$ cat src/rtl/mrcmd_pkg.sv
package mrcmd_pkg;

  // Register offsets (byte addresses within the block window)
  localparam logic [31:0] OFS_CTL0 = 32'h0000_0010;
  localparam logic [31:0] OFS_CTL1 = 32'h0000_0014;
  localparam logic [31:0] OFS_STAT = 32'h0000_0018;

  // Field geometry
  localparam int KIND_BIT = 0;
  localparam int RANK_LSB = 4;
  localparam int RANK_W   = 2;
  localparam int GO_BIT   = 31;
  localparam int WD_LSB   = 0;
  localparam int WD_W     = 8;
  localparam int MRA_LSB  = 8;
  localparam int MRA_W    = 8;
  localparam int BUSY_BIT = 0;

  typedef enum logic [1:0] {
    SEL_NONE,
    SEL_CTL0,
    SEL_CTL1,
    SEL_STAT
  } csr_sel_e;

  typedef struct packed {
    logic              is_read;
    logic [RANK_W-1:0] rank;
    logic [MRA_W-1:0]  mra;
    logic [WD_W-1:0]   wdata;
  } mr_cmd_t;

endpackage

$ cat src/rtl/mrcmd_csr.sv
module mrcmd_csr
  import mrcmd_pkg::*;
#(
  parameter int ADDR_W = 12
) (
  input  logic              clk,
  input  logic              rst,
  input  logic              psel,
  input  logic              penable,
  input  logic              pwrite,
  input  logic [ADDR_W-1:0] paddr,
  input  logic [31:0]       pwdata,
  input  logic              busy,
  output logic [31:0]       prdata,
  output logic              pslverr,
  output mr_cmd_t           cmd,
  output logic              launch
);

  csr_sel_e    sel;
  logic        setup_ph;
  logic        access_ph;
  logic        wr_ok;
  logic [31:0] rd_word;
  logic        unused_wbits;

  assign setup_ph  = psel && !penable;
  assign access_ph = psel && penable;

  // Address decode: exact word match only
  always_comb begin
    if (paddr == OFS_CTL0[ADDR_W-1:0])      sel = SEL_CTL0;
    else if (paddr == OFS_CTL1[ADDR_W-1:0]) sel = SEL_CTL1;
    else if (paddr == OFS_STAT[ADDR_W-1:0]) sel = SEL_STAT;
    else                                    sel = SEL_NONE;
  end

  // Writes land only when no transaction is outstanding
  assign wr_ok  = access_ph && pwrite && !busy;
  assign launch = wr_ok && (sel == SEL_CTL0) && pwdata[GO_BIT];

  always_ff @(posedge clk) begin
    if (rst) begin
      cmd <= '0;
    end else if (wr_ok) begin
      if (sel == SEL_CTL0) begin
        cmd.is_read <= pwdata[KIND_BIT];
        cmd.rank    <= pwdata[RANK_LSB +: RANK_W];
      end
      if (sel == SEL_CTL1) begin
        cmd.mra   <= pwdata[MRA_LSB +: MRA_W];
        cmd.wdata <= pwdata[WD_LSB +: WD_W];
      end
    end
  end

  // Readback word; the start bit is never stored
  always_comb begin
    rd_word = '0;
    case (sel)
      SEL_CTL0: begin
        rd_word[KIND_BIT]             = cmd.is_read;
        rd_word[RANK_LSB +: RANK_W]   = cmd.rank;
      end
      SEL_CTL1: begin
        rd_word[MRA_LSB +: MRA_W]     = cmd.mra;
        rd_word[WD_LSB +: WD_W]       = cmd.wdata;
      end
      SEL_STAT: rd_word[BUSY_BIT]     = busy;
      default:  rd_word               = '0;
    endcase
  end

  // Registered response: captured at the setup edge, shown in the access phase
  always_ff @(posedge clk) begin
    if (rst) begin
      prdata  <= '0;
      pslverr <= 1'b0;
    end else if (setup_ph) begin
      prdata  <= pwrite ? '0 : rd_word;
      pslverr <= (sel == SEL_NONE);
    end else if (access_ph) begin
      prdata  <= '0;
      pslverr <= 1'b0;
    end
  end

  assign unused_wbits = ^{pwdata[30:16], pwdata[3:1], pwdata[7:6]};

endmodule

$ cat src/rtl/mrcmd_issue.sv
module mrcmd_issue (
  input  logic clk,
  input  logic rst,
  input  logic launch,
  input  logic req_ack,
  output logic busy,
  output logic req_valid
);

  // launch is gated by !busy upstream, so it never overlaps an open transaction
  always_ff @(posedge clk) begin
    if (rst) begin
      busy      <= 1'b0;
      req_valid <= 1'b0;
    end else begin
      req_valid <= launch;
      if (launch)
        busy <= 1'b1;
      else if (busy && req_ack)
        busy <= 1'b0;
    end
  end

endmodule

$ cat src/rtl/mrcmd_frontend.sv
module mrcmd_frontend
  import mrcmd_pkg::*;
#(
  parameter int ADDR_W = 12
) (
  input  logic              clk,
  input  logic              rst,
  input  logic              psel,
  input  logic              penable,
  input  logic              pwrite,
  input  logic [ADDR_W-1:0] paddr,
  input  logic [31:0]       pwdata,
  output logic [31:0]       prdata,
  output logic              pready,
  output logic              pslverr,
  output logic              req_valid,
  output logic              req_is_read,
  output logic [RANK_W-1:0] req_rank,
  output logic [MRA_W-1:0]  req_mr_addr,
  output logic [WD_W-1:0]   req_wdata,
  input  logic              req_ack
);

  mr_cmd_t cmd;
  logic    launch;
  logic    busy;

  mrcmd_csr #(.ADDR_W(ADDR_W)) u_csr (
    .clk     (clk),
    .rst     (rst),
    .psel    (psel),
    .penable (penable),
    .pwrite  (pwrite),
    .paddr   (paddr),
    .pwdata  (pwdata),
    .busy    (busy),
    .prdata  (prdata),
    .pslverr (pslverr),
    .cmd     (cmd),
    .launch  (launch)
  );

  mrcmd_issue u_issue (
    .clk       (clk),
    .rst       (rst),
    .launch    (launch),
    .req_ack   (req_ack),
    .busy      (busy),
    .req_valid (req_valid)
  );

  assign pready      = 1'b1;
  assign req_is_read = cmd.is_read;
  assign req_rank    = cmd.rank;
  assign req_mr_addr = cmd.mra;
  assign req_wdata   = cmd.wdata;

endmodule

$ cat config.mk
export PLATFORM = sky130hd
export DESIGN_NAME = mrcmd_frontend
export DESIGN_NICKNAME = d
export VERILOG_FILES = /design/src/rtl/mrcmd_pkg.sv /design/src/rtl/mrcmd_csr.sv /design/src/rtl/mrcmd_issue.sv /design/src/rtl/mrcmd_frontend.sv
export SDC_FILE = /design/constraint.sdc
export NUM_CORES = 1
export LEC_CHECK = 0
export BUFFER_PORTS_ARGS = -buffer_cell sky130_fd_sc_hd__buf_4
export CAP_MARGIN = 5
export CORE_MARGIN = 1
export CORE_UTILIZATION = 43
export DETAILED_ROUTE_END_ITERATION = 10
export PLACE_DENSITY_LB_ADDON = 0.12
export SYNTH_ARGS = -nofsm -noshare
export SYNTH_HDL_FRONTEND = slang
export SYNTH_SLANG_ARGS = --single-unit
$ cat constraint.sdc
create_clock -name clk -period 1.55 [get_ports clk]
set_input_delay 0.2325 -clock clk [delete_from_list [all_inputs] [get_ports clk]]
set_output_delay 0.2325 -clock clk [all_outputs]
set_load 0.01 [all_outputs]
* Word level (Yosys, flattened, before mapping)
Cells that the tools add are included.
** Operators by class
- Reductions and logical operators :: 14
- Muxes and demuxes :: 14
- Equality and inequality tests :: 6
** Operators by type and width (count)
- 2-to-1 mux 32 bit :: 2
- == test 12 x 5 -> 1 bit (second input constant) :: 3
- 2-to-1 mux 16 bit :: 1
- 2-to-1 mux 10 bit :: 1
- logical AND 1 bit :: 7
- 2-to-1 mux 2 bit :: 3
- == test 2 bit (second input constant) :: 2
- 2-to-1 mux 1 bit :: 4
- one-hot mux 2 bit (2 select lines) :: 1
- AND reduction 2 bit :: 2
- nonzero test 2 bit :: 2
- 2-to-1 mux 3 bit :: 1
- one-hot mux 1 bit (3 select lines) :: 1
- == test 2 x 1 -> 1 bit (second input constant) :: 1
- logical NOT 1 bit :: 2
- logical NOT 2 bit :: 1
** Word-level totals
- Output and inout bits :: 54
- Flip-flop bits (word level) :: 54
- Logic and storage cells :: 42

* Longest topological paths before layout
Gate-level depths: netlist of run 1.
- Depth after elaboration :: 8
- Depth in mapped cells :: 6
- Depth with buffers taken out :: 3

* Modules after synthesis
From an unflattened synthesis of run 1, not the netlist that was laid out.
** Unflattened totals
- Cell total of the unflattened synthesis :: 187
- Area, all modules :: 1811.7 um2
** Modules (own cells, without submodules)
- mrcmd_csr :: area an instance 1737.9 um2, cells an instance 179, sequential area each 720.7 um2, instances 1
- mrcmd_issue :: area an instance 62.6 um2, cells an instance 6, sequential area each 40.0 um2, instances 1
- mrcmd_frontend :: area an instance 11.3 um2, cells an instance 2, sequential area each 0.0 um2, instances 1

* Worst setup path before layout of run 1
No wires, ideal clock.
- Path type :: input to register
- From :: in paddr[9]
- To :: reg, netlist name u_csr.cmd[0]
- Slack :: 0.251 ns
- Library setup time :: 0.072 ns
- Data arrival time :: 1.227 ns
- Data required time :: 1.478 ns
- Stages :: 5
- Cell sequence :: nor4_4 -> and4_1 -> buf_6 -> buf_12 -> mux2i_1
** On the way
- Cells in the longest elaborated chain, start to end :: 6
- Elaborated cells on any way between the ends :: 8
- Classes of those cells :: 4 x eq/ne; 3 x mux; 1 x reduce/logical
** Ends and longest elaborated chain
- start: declaration :: RTL line mrcmd_frontend.sv:11 : input logic [ADDR_W-1:0] paddr,
- == test 12 x 5 -> 1 bit :: RTL line mrcmd_csr.sv:34 : else if (paddr == OFS_STAT[ADDR_W-1:0]) sel = SEL_STAT;
- 2-to-1 mux 2 bit :: RTL line mrcmd_csr.sv:34
- 2-to-1 mux 2 bit :: RTL line mrcmd_csr.sv:33 : else if (paddr == OFS_CTL1[ADDR_W-1:0]) sel = SEL_CTL1;
- 2-to-1 mux 2 bit * :: RTL line mrcmd_csr.sv:32 : if (paddr == OFS_CTL0[ADDR_W-1:0]) sel = SEL_CTL0;
- == test 2 bit * :: RTL line mrcmd_csr.sv:50 : if (sel == SEL_CTL1) begin
- AND reduction 2 bit (no source line) *
Mark *: on every way between the ends. The rest lies on a longest branch, timed or not.
A chain may end at the register's enable or synchronous reset.

* Final worst setup path of run 1
- From :: reg u_issue.busy
- To :: reg, netlist name u_csr.cmd[13]
** On the way
- Cells in the longest elaborated chain, start to end :: 3
** Ends and longest elaborated chain
- start: declaration :: RTL line mrcmd_issue.sv:6 : output logic busy,
- start signal: assignment :: RTL line mrcmd_issue.sv:13 : busy <= 1'b0;
- start signal: assignment :: RTL line mrcmd_issue.sv:18 : busy <= 1'b1;
- start signal: assignment :: RTL line mrcmd_issue.sv:20 : busy <= 1'b0;
- logical NOT 1 bit :: RTL line mrcmd_csr.sv:39 : assign wr_ok = access_ph && pwrite && !busy;
- logical AND 1 bit :: RTL line mrcmd_csr.sv:39
- AND reduction 2 bit (no source line)
Every way passes these cells.

==> results.toml, run 1 <==
[cts]
cts_setup_buffers = 0
cts_sinks = 38
max-clock-path-buffers = 2
clkLatencyLatePin_ns = 0.29
holdBufCountCts = 0
path_clk_slew_ns = 0.07
cts.htree.levels = 2
cts_tree = "built"
cts-root-buf = "clkbuf_8"
cts_resized = 0
numCtsBuffers = 5

[global_route]
grt_pass1_vias = 1347
antenna_found_initial = 0
grt_pass1_wl_mm = 6.11
grt_overflow = 0
grt_start_max_net_pins = 27
grtUsageTotal = 0.188

[floorplanning]
initial_core_util = 0.446
die_x_um = 66.4
fp.dieArea_mm2 = 0.00441
core_mm2 = 0.00400
die_h_um = 66.4
pin_count = 104
row_count = 23

[setup_path]
required_ns = 1.77
startpoint_type = "register"
r2r-start = "u_issue.busy$_SDFFE_PP0P_"
rrSetupSlack_ns = 0.19
criticalPathCategory = "register to register"
worstSetupEndpointType = "register"
cp_max_fo = 9
cp.arrival_ns = 1.59
crit_start = "u_issue.busy$_SDFFE_PP0P_"

[sta]
fmax_mhz = 734
hold_slack_ns = 0.204
period_minus_slack_ns = 1.36
tns_ns = 0
slew_headroom = 0.295
finalClockSkew_ns = 0.00402
setup_viol = 0
finalHoldViolations = 0
tightest_slew_ns = 1.05
rsz0062_at_grt = "false"
final_max_slew_viol_count = 0
min_period_over_period = 0.880

[cells_and_area]
drive_gt1_frac = 0.336
num_antenna_cells = 0
areaGrowthSynthToFinish_pct = 34.6
nets = 308
layout_common_cells = "buf_4, dfxtp_1, nand2b_1, mux2i_1, nand2_1"
final_common_cell = "buf_4"

[route]
vias = 1454
drt_first_pass_iters = 4
routed_wl_mm = 3.84
first_iter_violations = 65
wl_per_cell_um = 12.4
post-route-drc-count = 0
detail-route-antenna-nets = 0
vias_per_cell = 4.71

[placed_design]
post-dp-hpwl_mm = 2.85
port_buffers = 71
gp_congestion = 0.763

[min_path]
hp-start = "pwdata[11]"
hold_path.class = "primary input to register"

[synth]
synthCells = 185
ys_seq_area_frac = 0.426
syn_area_per_cell_um2 = 9.64
yosys_warnings = 0
synthesis.area_mm2 = 0.00178
synth-seq-cells = 38
yosysUniqueCellTypes = 29

[pwr]
power.density_mw_per_mm2 = 825
leakagePower_nw = 1.04
ir_worst_vdd_mv = 0.660

[flow_run]
drv_cap = 0

[status]
outcome = "completed"
[logic make-up after synthesis]
| group | after synthesis | synth area share |
|---|---|---|
| AO/OA/AOI/OAI | 20 | 0.0680 |
| buffers and inverters | 27 | 0.109 |
| flip-flops | 38 | 0.426 |
| multiplexers | 22 | 0.123 |
| other | 2 | 0.00421 |
| AND/OR/NAND/NOR | 76 | 0.269 |
[worst max-delay path: stages (launching register included)]
cell      delay [ns]
dfxtp_1         0.35
nor4bb_1        0.27
and4_1          0.25
buf_4           0.22
mux2i_1         0.20
[synthesized netlist by cell type]
cell	n	area, µm²
dfxtp_1	38	761
nand2b_1	36	225
mux2i_1	22	220
buf_4	18	135
nand2_1	18	67.6
o21ai_0	14	70.1
clkbuf_1	6	22.5
nor2_1	4	15.0
nand4_1	3	18.8
nor4bb_1	3	30.0
and4b_1	2	20.0
conb_1	2	7.51
nor4_4	2	42.5
o41ai_1	2	17.5
a41oi_1	1	8.76
and2b_1	1	7.51
and4_1	1	8.76
buf_12	1	20.0
buf_2	1	5.00
buf_6	1	11.3
nand3_1	1	5.00
nand3b_1	1	7.51
nor2b_1	1	6.26
nor3b_1	1	7.51
nor4b_1	1	8.76
o21a_1	1	7.51
o21ba_2	1	10.0
o31ai_1	1	7.51
or4b_1	1	10.0
[metal layers]
layer  part of all wire  global-route usage  up-vias
met5                  0                   0        -
met4              0.014              0.0638        0
met3              0.066              0.0724        5
met2               0.47               0.309       45
met1               0.45               0.222      664
li1                   -                   -      740
[flip-flops by register name, indices dropped and copies added, names as in the netlist]
register / cells
u_csr.cmd: 19
u_csr.prdata: 16
u_csr.pslverr: 1
u_issue.busy: 1
u_issue.req_valid: 1
[per-stage QoR]
| stage | utilization | instance area (µm²) | setup WS (ns) | power, mW | instances |
|---|---|---|---|---|---|
| 2_1_floorplan | - | 1840 | 0.251 | 1.12 | 200 |
| 3_3_place_gp | 0.574 | 2290 | 0.0178 | 1.18 | 301 |
| 3_5_place_dp | 0.574 | 2290 | 0.0266 | 1.18 | 301 |
| 4_1_cts | 0.600 | 2400 | 0.185 | 2.00 | 309 |
| 5_1_grt | 0.600 | 2400 | 0.120 | 2.05 | 309 |
| 6_report | 0.600 | 2400 | 0.187 | 1.98 | 309 |
[worst paths after layout]
check | endpoint | cells past startpoint
worst min register to register | u_csr.prdata[10]$_SDFFE_PP0P_ | 2
worst max-delay path | u_csr.cmd[13]$_SDFFE_PP0P_ | 4
worst min-delay path | u_csr.cmd[11]$_SDFFE_PP0P_ | 3
worst max register to register | u_csr.cmd[13]$_SDFFE_PP0P_ | 4
[final cells by class]
class,instances,area (µm²)
clock buffers,7,76.3
fillers,381,1600
clock inverters,1,30.0
repair buffers,78,586
flip-flops and latches,38,761
well taps,50,62.6
multi-input cells,135,886
[where the power goes]
group	switching, mW	leakage, nW	internal [mW]
clock network	0.344	0.0524	0.482
registers	0.000742	0.306	0.977
logic	0.0822	0.686	0.0949
total	0.427	1.04	1.55
(Power assumes the default switching activity.)
==> run 2: changes to the inputs <==
Settings changed: CORE_ASPECT_RATIO set to 1.2.
==> run 2 against run 1 <==
Fmax is 2.0% lower. Cell count is 0.65% higher. Clock skew up 0.0020 ns. Combinational power about the same. Sequential share of layout area increased by 0.17 points. Global-route usage is 0.89 points lower.
==> results.toml, run 2 (synthesis gave the netlist of run 1 again) <==
[cells_and_area]
num_antenna_cells = 0
drive_gt1_frac = 0.335
regMostFlops = "u_csr.cmd"
layout_common_cells = "buf_4, dfxtp_1, nand2b_1, mux2i_1, nand2_1"
final_common_cell = "buf_4"
ff_latch_area_um2 = 761
multi_input_area_um2 = 886
fin_area_mm2 = 0.00239
nets = 306
filler_cell_count = 386
reg_top3 = "u_csr.cmd: 19 flops, u_csr.prdata: 16 flops"
areaGrowthSynthToFinish_pct = 33.9
largest_reg_flops = 19

[cts]
path_clk_slew_ns = 0.07
clkLatencyLatePin_ns = 0.28
holdBufCountCts = 0
cts_tree = "built"
cts_resized = 0
cts_sinks = 38
cts_setup_buffers = 0
cts-root-buf = "clkbuf_8"
numCtsBuffers = 5
max-clock-path-buffers = 2
cts.htree.levels = 2

[global_route]
grt_start_max_net_pins = 40
grt_pass1_vias = 1366
grt_pass1_wl_mm = 5.87
antenna_found_initial = 0
grt_overflow = 0
grtUsageTotal = 0.179

[sta]
tns_ns = 0
min_period_over_period = 0.897
hold_slack_ns = 0.215
setup_viol = 0
rsz0062_at_grt = "false"
final_max_slew_viol_count = 0
fmax_mhz = 719
period_minus_slack_ns = 1.39
finalClockSkew_ns = 0.00604
finalHoldViolations = 0

[route]
vias = 1479
detail-route-antenna-nets = 0
drt_first_pass_iters = 4
first_iter_violations = 107
post-route-drc-count = 0
wl_per_cell_um = 12.2
vias_per_cell = 4.76
routed_wl_mm = 3.80

[setup_path]
cp.arrival_ns = 1.60
worstSetupEndpointType = "register"
startpoint_type = "register"
criticalPathCategory = "register to register"
r2r-start = "u_issue.busy$_SDFFE_PP0P_"
required_ns = 1.76
reg2reg_to = "u_csr.cmd[2]$_SDFFE_PP0P_"
reg2reg_depth = 4
rrSetupSlack_ns = 0.16
cp_max_fo = 16

[placed_design]
gp_congestion = 0.808
post-dp-hpwl_mm = 2.74
place_area_mm2 = 0.00230
port_buffers = 71

[pwr]
ir_worst_vdd_mv = 0.515
power.density_mw_per_mm2 = 768
leakagePower_nw = 1.03
p_int_mw = 1.43
p_sw_mw = 0.403
seq_power_share = 0.533
power.share.combinational = 0.097
pwr-share-clk = 0.370
switching_share = 0.220

[floorplanning]
die_x_um = 60.8
row_count = 25
initial_core_util = 0.449
fp.dieArea_mm2 = 0.00441
core_mm2 = 0.00397
pin_count = 104
die_h_um = 72.6

[min_path]
hold_path.class = "primary input to register"
hp-start = "pwdata[1]"
hold_end = "u_csr.cmd[1]$_SDFFE_PP0P_"
hold_depth = 3

[status]
outcome = "completed"

[flow_run]
drv_cap = 0
[run 2: cell types whose count changed in the layout (fill, tap and decap cells not counted), sizes merged]
cell,change
buf,-2
bufinv,-1
clkinv,+1
[run 2: through the flow]
| stage | std cells | power (mW) | worst slack (ns) | utilization |
|---|---|---|---|---|
| 2_1_floorplan | 200 | 1.12 | 0.251 | - |
| 3_3_place_gp | 303 | 1.18 | 0.0366 | 0.578 |
| 3_5_place_dp | 303 | 1.18 | 0.0149 | 0.578 |
| 4_1_cts | 311 | 1.86 | 0.150 | 0.601 |
| 5_1_grt | 311 | 1.92 | 0.0436 | 0.601 |
| 6_report | 311 | 1.83 | 0.159 | 0.601 |
[run 2: worst max path at each step]
stage                                   start                         to  slack, ns  cells past startpoint
global route        u_issue.busy$_SDFFE_PP0P_  u_csr.cmd[4]$_SDFFE_PP0P_       0.04                      4
global placement                     paddr[9]  u_csr.cmd[9]$_SDFFE_PP0P_       0.04                      5
CTS                 u_issue.busy$_SDFFE_PP0P_  u_csr.cmd[2]$_SDFFE_PP0P_       0.15                      4
detailed placement                   paddr[9]  u_csr.cmd[2]$_SDFFE_PP0P_       0.01                      5
finish              u_issue.busy$_SDFFE_PP0P_  u_csr.cmd[2]$_SDFFE_PP0P_       0.16                      4
floorplan                            paddr[9]  u_csr.cmd[0]$_SDFFE_PP0P_       0.25                      5
[run 2: critical path, stage by stage, from the launching register on]
cell and delay, ns:
dfxtp_1 0.36, nor4bb_1 0.29, and4_1 0.28, buf_12 0.18, mux2i_1 0.20
[run 2: final cells by class]
| class | instances | share of cell area |
|---|---|---|
| Multi-Input combinational cell | 135 | 0.371 |
| Tap cell | 54 | 0.0283 |
| Timing Repair Buffer | 76 | 0.244 |
| Sequential cell | 38 | 0.318 |
| Clock buffer | 7 | 0.0361 |
| Clock inverter | 1 | 0.00210 |
[run 2: routing by layer]
metal | GRT usage | vias to the layer above | wire length [µm]
met3 | 0.0660 | 2 | 320
met4 | 0.0606 | 0 | 25
met2 | 0.293 | 60 | 1880
met1 | 0.213 | 682 | 1580
met5 | 0 | - | 0
li1 | - | 735 | -
[run 2: power groups by stage]
| stage | registers [mW] | logic [mW] | clock network [mW] |
|---|---|---|---|
| final | 0.978 | 0.177 | 0.678 |
| after global routing | 0.977 | 0.196 | 0.745 |
| after CTS | 0.978 | 0.178 | 0.703 |
| after detailed placement | 1.00 | 0.178 | 0 |
| after global placement | 1.00 | 0.177 | 0 |
| after floorplan | 1.00 | 0.115 | 0 |
==> run 3: changes to the inputs <==
Settings changed: CORE_ASPECT_RATIO 1.2 to 2.
==> run 3 against run 2 <==
Design area grew 0.10%. Hold slack lost 0.011 ns. First-iteration DRC count down 95%. Global-route usage rose by 1.3 points. Critical path type unchanged. Via count is 0.27% lower. Combinational power is essentially flat. Clock power is 5.6% higher. Die area grew 0.34%.
==> results.toml, run 3 (synthesis gave the netlist of run 1 again) <==
[setup_path]
cp_cell_sequence = "nor4bb_1 > and4_1 > buf_4 > mux2i_1"
reg2reg_depth = 4
startpoint_type = "register"
worstSetupEndpointType = "register"
critPathSlowestCell = "dfxtp_1"
r2r-start = "u_issue.busy$_SDFFE_PP0P_"
rrSetupSlack_ns = 0.17
slowest_delay_ns = 0.36
cp_max_fo = 8
required_ns = 1.77
cp.arrival_ns = 1.60
criticalPathCategory = "register to register"
reg2reg_to = "u_csr.cmd[11]$_SDFFE_PP0P_"

[cts]
cts_setup_buffers = 0
cts.htree.levels = 2
cts-root-buf = "clkbuf_8"
cts_sinks = 38
max-clock-path-buffers = 2
numCtsBuffers = 5
holdBufCountCts = 0
cts_resized = 0
cts_tree = "built"
path_clk_slew_ns = 0.08
clkLatencyLatePin_ns = 0.29

[global_route]
grt_pass1_vias = 1464
antenna_found_initial = 0
grtUsageTotal = 0.192
grt_pass1_wl_mm = 6.22
grt_start_max_net_pins = 29
grt_overflow = 0

[route]
routed_wl_mm = 3.91
post-route-drc-count = 0
drt_first_pass_iters = 4
wl_per_cell_um = 12.6
detail-route-antenna-nets = 0
vias = 1475
first_iter_violations = 5
vias_per_cell = 4.76

[cells_and_area]
filler_cell_count = 366
num_antenna_cells = 0
layout_common_cells = "buf_4, dfxtp_1, nand2b_1, mux2i_1, nand2_1"
drive_gt1_frac = 0.344
nets = 308
final_common_cell = "buf_4"
ff_latch_area_um2 = 761
largest_reg_flops = 19
stdcell_count = 310
regMostFlops = "u_csr.cmd"
areaGrowthSynthToFinish_pct = 34.0
reg_top3 = "u_csr.cmd: 19 flops, u_csr.prdata: 16 flops"
multi_input_area_um2 = 886

[placed_design]
placed_cells = 302
gp_congestion = 0.738
place_ws_ns = 0.0355
port_buffers = 71
post-dp-hpwl_mm = 2.94

[min_path]
hold_end = "u_issue.busy$_SDFFE_PP0P_"
hold_path.class = "primary input to register"
hold_depth = 4
hp-start = "req_ack"

[floorplanning]
fp.dieArea_mm2 = 0.00443
die_x_um = 47.6
die_h_um = 93.1
pin_count = 104
initial_core_util = 0.455
row_count = 32
core_mm2 = 0.00392

[status]
outcome = "completed"

[sta]
min_period_over_period = 0.892
fmax_mhz = 723
finalHoldViolations = 0
setup_viol = 0
slew_headroom = 0.282
rsz0062_at_grt = "false"
tightest_slew_ns = 1.07
tns_ns = 0
final_max_slew_viol_count = 0
finalClockSkew_ns = 0.00435
fin_ws_ns = 0.167
period_minus_slack_ns = 1.38

[pwr]
leakagePower_nw = 1.04
power_mw = 1.87
power.density_mw_per_mm2 = 783
ir_worst_vdd_mv = 0.863

[flow_run]
drv_cap = 0
==> run 3: power breakdown <==
group	internal [mW]	switching, mW
clock	0.358	0.358
combinational	0.0957	0.0841
sequential	0.977	0.000539
total	1.43	0.443
==> run 3: per-stage QoR <==
stage	instance area [µm²]	utilization	hold slack, ns
finish	2390	0.609	0.204
detailed placement	2300	0.585	0.442
floorplan	1840	-	0.378
global placement	2300	0.585	0.435
CTS	2390	0.609	0.197
global route	2390	0.609	0.209
==> run 3: final cells by class <==
type                            instances  share of cell area
Sequential cell                        38               0.318
Multi-Input combinational cell        135               0.370
Clock buffer                            6              0.0345
Timing Repair Buffer                   78               0.245
Clock inverter                          2             0.00523
Tap cell                               51              0.0267
==> run 3: worst max-delay path: cells and delay by family (launching register included) <==
family	cells	cell delay, ns
DFF	1	0.36
and+or+nand+nor	2	0.54
muxes	1	0.20
buffers and inverters	1	0.21
==> run 3: how the worst max path moves through the flow <==
stage | from | end | slack (ns) | cells past startpoint
after floorplan | paddr[9] | u_csr.cmd[0]$_SDFFE_PP0P_ | 0.25 | 5
after global placement | psel | u_csr.prdata[5]$_SDFFE_PP0P_ | 0.04 | 4
after detailed placement | psel | u_csr.prdata[3]$_SDFFE_PP0P_ | 0.04 | 4
after CTS | u_issue.busy$_SDFFE_PP0P_ | u_csr.cmd[14]$_SDFFE_PP0P_ | 0.16 | 4
after global routing | u_issue.busy$_SDFFE_PP0P_ | u_csr.cmd[1]$_SDFFE_PP0P_ | 0.09 | 4
final | u_issue.busy$_SDFFE_PP0P_ | u_csr.cmd[11]$_SDFFE_PP0P_ | 0.17 | 4
==> run 3: layer usage <==
| metal | GRT usage | up-vias | part of all wire | wire length (µm) |
|---|---|---|---|---|
| li1 | - | 736 | - | - |
| met1 | 0.213 | 674 | 0.40 | 1580 |
| met2 | 0.333 | 59 | 0.52 | 2040 |
| met3 | 0.0347 | 6 | 0.055 | 215 |
| met4 | 0.0810 | 0 | 0.019 | 73 |
| met5 | 0 | - | 0 | 0 |
